$ cat config.mk
export PLATFORM = sky130hd
export DESIGN_NAME = sem_cell
export DESIGN_NICKNAME = d
export VERILOG_FILES = /design/src/rtl/sem_pkg.sv /design/src/rtl/sem_count_unit.sv /design/src/rtl/sem_wait_set.sv /design/src/rtl/sem_resp.sv /design/src/rtl/sem_cell.sv
export SDC_FILE = /design/constraint.sdc
export NUM_CORES = 1
export LEC_CHECK = 0
export BUFFER_PORTS_ARGS = -buffer_cell sky130_fd_sc_hd__clkbuf_2
export CORE_UTILIZATION = 56
export CTS_BUF_LIST = sky130_fd_sc_hd__clkbuf_8
export DETAILED_ROUTE_END_ITERATION = 10
export GPL_TIMING_DRIVEN = 0
export HOLD_SLACK_MARGIN = 0.15
export PLACE_DENSITY_LB_ADDON = 0.12
export SYNTH_ARGS = -nofsm -noshare
export SYNTH_HDL_FRONTEND = slang
export SYNTH_SLANG_ARGS = --single-unit
$ cat constraint.sdc
create_clock -name clk_i -period 8.4 [get_ports clk_i]
set_input_delay 0 -clock clk_i [delete_from_list [all_inputs] [get_ports clk_i]]
set_output_delay 0 -clock clk_i [all_outputs]
set_load 0.01 [all_outputs]
$ cat src/rtl/sem_pkg.sv
package sem_pkg;
  typedef enum logic [1:0] {
    VIEW_BYP = 2'b00,
    VIEW_CTL = 2'b01,
    VIEW_BLK = 2'b10,
    VIEW_TRY = 2'b11
  } view_e;

  localparam int unsigned TAG_EMPTY_BIT = 0;
endpackage

$ cat src/rtl/sem_count_unit.sv
module sem_count_unit #(
  parameter int unsigned CNT_W = 16
) (
  input  logic             clk_i,
  input  logic             rst_ni,
  input  logic             sig_i,
  input  logic             wait_i,
  output logic [CNT_W-1:0] cnt_o,
  output logic [CNT_W-1:0] cnt_mid_o
);
  localparam logic [CNT_W-1:0] CNT_MAX = {CNT_W{1'b1}};

  logic [CNT_W-1:0] cnt_q, cnt_mid, cnt_d;
  logic             take;

  // signal is serialized ahead of a same-cycle wait
  always_comb begin
    cnt_mid = cnt_q;
    if (sig_i && (cnt_q != CNT_MAX)) cnt_mid = cnt_q + 1'b1;
    take  = wait_i && (cnt_mid != '0);
    cnt_d = take ? cnt_mid - 1'b1 : cnt_mid;
  end

  always_ff @(posedge clk_i or negedge rst_ni) begin
    if (!rst_ni) cnt_q <= '0;
    else         cnt_q <= cnt_d;
  end

  assign cnt_o     = cnt_q;
  assign cnt_mid_o = cnt_mid;


  sat_hold_chk: assert property (@(posedge clk_i) disable iff (!rst_ni)
    (cnt_q == CNT_MAX && sig_i && !wait_i) |=> cnt_q == CNT_MAX);


  zero_hold_chk: assert property (@(posedge clk_i) disable iff (!rst_ni)
    (cnt_q == '0 && !sig_i) |=> cnt_q == '0);


  dec_step_chk: assert property (@(posedge clk_i) disable iff (!rst_ni)
    (cnt_q != '0 && wait_i && !sig_i) |=> cnt_q == $past(cnt_q) - 1'b1);
endmodule

$ cat src/rtl/sem_wait_set.sv
module sem_wait_set #(
  parameter int unsigned N_THR = 8,
  parameter int unsigned THR_W = (N_THR > 1) ? $clog2(N_THR) : 1
) (
  input  logic             clk_i,
  input  logic             rst_ni,
  input  logic             sig_i,
  input  logic             blk_set_i,
  input  logic [THR_W-1:0] thread_i,
  output logic             wake_o,
  output logic [N_THR-1:0] wake_mask_o
);
  logic [N_THR-1:0] mask_q;
  logic             wake_q;
  logic [N_THR-1:0] wake_mask_q;

  for (genvar i = 0; i < N_THR; i++) begin : g_bit
    logic hit;
    assign hit = blk_set_i && (thread_i == THR_W'(i));
    always_ff @(posedge clk_i or negedge rst_ni) begin
      if (!rst_ni)    mask_q[i] <= 1'b0;
      else if (sig_i) mask_q[i] <= 1'b0;
      else if (hit)   mask_q[i] <= 1'b1;
    end
  end

  always_ff @(posedge clk_i or negedge rst_ni) begin
    if (!rst_ni) begin
      wake_q      <= 1'b0;
      wake_mask_q <= '0;
    end else begin
      wake_q      <= sig_i && (mask_q != '0);
      wake_mask_q <= sig_i ? mask_q : '0;
    end
  end

  assign wake_o      = wake_q;
  assign wake_mask_o = wake_mask_q;


  wake_clear_chk: assert property (@(posedge clk_i) disable iff (!rst_ni)
    wake_o |-> mask_q == '0);


  mask_quiet_chk: assert property (@(posedge clk_i) disable iff (!rst_ni)
    !wake_o |-> wake_mask_o == '0);


  wake_pulse_chk: assert property (@(posedge clk_i) disable iff (!rst_ni)
    wake_o |=> !wake_o || $past(sig_i));
endmodule

$ cat src/rtl/sem_resp.sv
module sem_resp
  import sem_pkg::*;
#(
  parameter int unsigned CNT_W  = 16,
  parameter int unsigned DATA_W = 32
) (
  input  logic              clk_i,
  input  logic              rst_ni,
  input  logic              rd_req_i,
  input  view_e             view_i,
  input  logic [CNT_W-1:0]  cnt_mid_i,
  input  logic              blk_set_i,
  output logic              rd_valid_o,
  output logic [DATA_W-1:0] rd_data_o,
  output logic              block_o
);
  logic [DATA_W-1:0] data_d, data_q;
  logic              valid_q, block_q;

  always_comb begin
    data_d = '0;
    unique case (view_i)
      VIEW_CTL: data_d[TAG_EMPTY_BIT] = (cnt_mid_i == '0);
      default:  data_d = DATA_W'(cnt_mid_i);
    endcase
  end

  always_ff @(posedge clk_i or negedge rst_ni) begin
    if (!rst_ni) begin
      valid_q <= 1'b0;
      block_q <= 1'b0;
      data_q  <= '0;
    end else begin
      valid_q <= rd_req_i;
      block_q <= blk_set_i;
      data_q  <= rd_req_i ? data_d : '0;
    end
  end

  assign rd_valid_o = valid_q;
  assign rd_data_o  = data_q;
  assign block_o    = block_q;


  block_zero_chk: assert property (@(posedge clk_i) disable iff (!rst_ni)
    block_o |-> rd_data_o == '0);


  block_valid_chk: assert property (@(posedge clk_i) disable iff (!rst_ni)
    block_o |-> rd_valid_o);
endmodule

$ cat src/rtl/sem_cell.sv
module sem_cell
  import sem_pkg::*;
#(
  parameter int unsigned CNT_W  = 16,
  parameter int unsigned DATA_W = 32,
  parameter int unsigned N_THR  = 8,
  parameter int unsigned THR_W  = (N_THR > 1) ? $clog2(N_THR) : 1
) (
  input  logic              clk_i,
  input  logic              rst_ni,
  input  logic              rd_req_i,
  input  logic [1:0]        rd_view_i,
  input  logic [THR_W-1:0]  rd_thread_i,
  input  logic              wr_req_i,
  input  logic [1:0]        wr_view_i,
  input  logic [DATA_W-1:0] wr_data_i,
  output logic              rd_valid_o,
  output logic [DATA_W-1:0] rd_data_o,
  output logic              block_o,
  output logic              wake_o,
  output logic [N_THR-1:0]  wake_mask_o
);
  view_e            rd_view, wr_view;
  logic             sig, wait_rd, blk_set;
  logic [CNT_W-1:0] cnt, cnt_mid;
  logic             unused_wr_data;

  assign rd_view        = view_e'(rd_view_i);
  assign wr_view        = view_e'(wr_view_i);
  assign unused_wr_data = ^{wr_data_i, cnt};

  // bypass and control writes are discarded
  assign sig     = wr_req_i && (wr_view == VIEW_BLK || wr_view == VIEW_TRY);
  assign wait_rd = rd_req_i && (rd_view == VIEW_BLK || rd_view == VIEW_TRY);
  assign blk_set = rd_req_i && (rd_view == VIEW_BLK) && (cnt_mid == '0);

  sem_count_unit #(.CNT_W(CNT_W)) u_cnt (
    .clk_i     (clk_i),
    .rst_ni    (rst_ni),
    .sig_i     (sig),
    .wait_i    (wait_rd),
    .cnt_o     (cnt),
    .cnt_mid_o (cnt_mid)
  );

  sem_wait_set #(.N_THR(N_THR), .THR_W(THR_W)) u_wset (
    .clk_i       (clk_i),
    .rst_ni      (rst_ni),
    .sig_i       (sig),
    .blk_set_i   (blk_set),
    .thread_i    (rd_thread_i),
    .wake_o      (wake_o),
    .wake_mask_o (wake_mask_o)
  );

  sem_resp #(.CNT_W(CNT_W), .DATA_W(DATA_W)) u_resp (
    .clk_i      (clk_i),
    .rst_ni     (rst_ni),
    .rd_req_i   (rd_req_i),
    .view_i     (rd_view),
    .cnt_mid_i  (cnt_mid),
    .blk_set_i  (blk_set),
    .rd_valid_o (rd_valid_o),
    .rd_data_o  (rd_data_o),
    .block_o    (block_o)
  );


  no_block_on_sig_chk: assert property (@(posedge clk_i) disable iff (!rst_ni)
    (sig && rd_req_i) |=> !block_o);


  resp_valid_chk: assert property (@(posedge clk_i) disable iff (!rst_ni)
    rd_req_i |=> rd_valid_o);
endmodule

==> key figures <==
Run status
  • Status: complete, no violations

Global routing
  • Vias in the first global route: 1938
  • Overflow after GRT: 0
  • Initial antenna violation count: 0
  • First-pass GRT wire length: 9250 um
  • Largest net degree at the start of global routing: 52
  • GRT Total Usage: 0.231

Finish
  • Ant. Diodes: 0
  • Fin util: 0.700
  • Layout cells sized above 1: 0.261
  • Fillers: 391
  • Area growth, synth to finish: 19.0%
  • Final #Nets: 382
  • Final instance area: 3350 um2
  • Non-Filler Instances: 404

Clock tree
  • Postcts setup bufs: 0
  • Clk sinks: 51
  • CTS Hold Bufs: 9
  • Clk_lat worst skew: 310 ps
  • CTS tree: built
  • Reg clk slew, reported paths: 100 ps
  • Clk buf depth: 2
  • Root Driver: clkbuf_8
  • Number of buffers created by CTS: 5
  • Post-CTS Resized: 0
  • H-Tree Depth: 2

Logic synthesis
  • Largest family of logic cells by synthesized area: simple AND/OR/NAND/NOR gates
  • Post-synthesis cell type count: 60
  • Gate count after technology mapping: 267
  • Post-synthesis simple-gate area fraction: 0.244
  • Complex-gate fraction of the synthesized area: 0.117
  • Ys async rst share: 1.00
  • Post-synth top flop: dfrtp_1
  • Top-area cell type share of the netlist area: 0.454
  • Synth top area cells: dfrtp_1 (45%), xnor2_1 (5.3%), buf_4 (4.5%), xor2_1 (3.4%), nor2_1 (3.3%)
  • Synth warn: 0
  • Post-synth EDFFs: 0
  • Synth Area in XOR/XNOR: 0.0871
  • Synthesized flop and latch total: 51
  • Multiplexer share of the synthesized area: 0.0107
  • Cell area after synthesis: 2810 um2
  • Top cell type by total area after synthesis: dfrtp_1
  • Adder-cell share of the synthesized area: 0.0133
  • Seq/Total Area, Yosys: 0.454
  • Syn avg cell area: 10.5 um2

Routing
  • Via count: 2177
  • Wire length per cell: 13.7 um
  • Routed Antenna Nets: 0
  • DRC: 0
  • Drt initial violations: 173
  • Total Wirelength: 5540 um
  • Initial DRT Pass Iterations: 4
  • DR vias/cell: 5.39

Power
  • Pwr/cell area: 239 nW/um2
  • Internal Power: 481 uW
  • Clock group share of total power: 0.187
  • Comb pwr share: 0.407
  • Sequential power share: 0.407
  • Leak pwr: 1.56 nW
  • Sw Share: 0.399
  • Total power: 800 uW
  • Peak VDD IR: 0.000181 V
  • Net Sw Power: 319 uW

Timing
  • Final setup vio count: 0
  • Peak Freq: 251 MHz
  • RSZ-0062 raised after global routing: false
  • Sum Neg Setup Slack: 0 ps
  • Worst Max-Slew Pin Slew: 919 ps
  • Setup ws final: 4420 ps
  • Max Slew Vio Count: 0
  • Count of final hold-check violations: 0
  • Worst hold slack: 164 ps
  • Worst slew margin: 0.385
  • Fin crit period: 3980 ps
  • Fin crit share: 0.474
  • Clock skew: 4.60 ps

Floorplan
  • Chip width: 72.9 um
  • Placement Rows: 25
  • Die area: 5310 um2
  • Area of the core: 4790 um2
  • Starting density of the core: 0.588
  • Die height: 72.9 um
  • Io pins: 86

Placed design
  • Placed cell count: 385
  • Input/output buffers: 36
  • Placed instance area: 3130 um2
  • Post-Place Worst Slack: 5030 ps
  • Final HPWL DP: 3980 um
  • Gpl congestion: 0.895

Setup path
  • Max FO, Critical Path: 10
  • Endpoint class of the critical path: flip-flop
  • Crit start category: flip-flop
  • WP data arrival: 4230 ps
  • Setup CP Type: reg -> reg
  • Crit path required time: 8650 ps

Hold path
  • HP Class: in -> reg

Run
  • Max cap viols: 0
per-layer routing:
| metal | GRT usage | up-vias | part of all wire |
|---|---|---|---|
| li1 | - | 1077 | - |
| met1 | 0.335 | 1024 | 0.50 |
| met2 | 0.352 | 66 | 0.44 |
| met3 | 0.0456 | 10 | 0.043 |
| met4 | 0.0675 | 0 | 0.013 |
| met5 | 0 | - | 0 |
registers in the layout (all words and copies together) (netlist names):
register / count
u_resp.rd_valid_o: 1
u_resp.block_o: 1
u_resp.rd_data_o: 16
u_wset.mask_q: 8
u_wset.wake_o: 1
u_cnt.cnt_o: 16
u_wset.wake_mask_o: 8
logic make-up (layout without fill, tap and decap cells):
group | count (synthesis) | in the layout
and+or+nand+nor | 108 | 108
muxes | 3 | 3
adders and majority gates | 3 | 3
other | 1 | 16
xor gates and xnor gates | 28 | 28
DFF | 51 | 51
buffers and inverters | 32 | 87
AOI/OAI and AO/OA | 41 | 41
critical path: stages (launching register included):
cell and delay, ps:
dfrtp_1 420, ha_1 290, nand4_1 250, nor4_4 610, nor2_1 170, xnor2_1 410, ha_1 320, nand4_4 180
nor3_4 450, a32o_1 240, dlygate4sd3_1 570
Yosys cell counts, types with 7 or more instances:
master   instances
a32o_1           8
xor2_1          11
nand4_1          8
nor4_1          10
dfrtp_1         51
a21oi_1          8
nor2_1          25
nand3_1          7
xnor2_1         17
nand2_1         13
and3_1          10
buf_4           17
layout make-up:
cell class                      instances  area, um2  share of cell area
Multi-Input combinational cell        199       1390               0.415
Sequential cell                        51       1280               0.381
Timing Repair Buffer                   47        300              0.0897
Buffer                                 29        194              0.0579
Tap cell                               67       83.8              0.0250
Clock buffer                            5       68.8              0.0205
Clock inverter                          3       26.3             0.00784
Inverter                                3       11.3             0.00336
power groups by stage:
stage | clock, mW | sequential (mW) | combinational [mW]
2_1_floorplan | 0 | 0.330 | 0.241
3_3_place_gp | 0 | 0.328 | 0.308
3_5_place_dp | 0 | 0.329 | 0.315
4_1_cts | 0.152 | 0.324 | 0.321
5_1_grt | 0.163 | 0.331 | 0.360
6_report | 0.149 | 0.325 | 0.325
cells in the final DEF (no fill, tap or decap), drive strengths merged, types with 3 or more instances in the layout:
cell,netlist,final
dfrtp,51,51
clkbuf,7,47
nor2,26,26
buf,22,24
xnor2,17,17
conb,1,16
nand2,13,13
nor4,13,13
xor2,11,11
nand4,11,11
and3,10,10
dlygate4sd3,0,10
a21oi,9,9
nand3,9,9
a32o,8,8
o21ai,5,5
inv,3,5
and2,4,4
nor3,4,4
or3,3,3
mux2i,3,3
ha,3,3
a31o,3,3
final timing paths:
path	start	endpoint	slack [ps]	cells after the start
setup / recovery	u_cnt.cnt_o[0]	u_wset.mask_q[0]	4420	10
hold / removal	wr_req_i	u_wset.wake_mask_o[3]	160	3
min in group asynchronous	rst_ni	u_wset.wake_mask_o[7]	640	3
hold reg to reg	u_wset.mask_q[5]	u_wset.mask_q[5]	520	1
max in group asynchronous	rst_ni	u_cnt.cnt_o[13]	7260	4
setup reg to reg	u_cnt.cnt_o[0]	u_wset.mask_q[0]	4420	10
No activity file was read; power rests on OpenSTA's default activity.
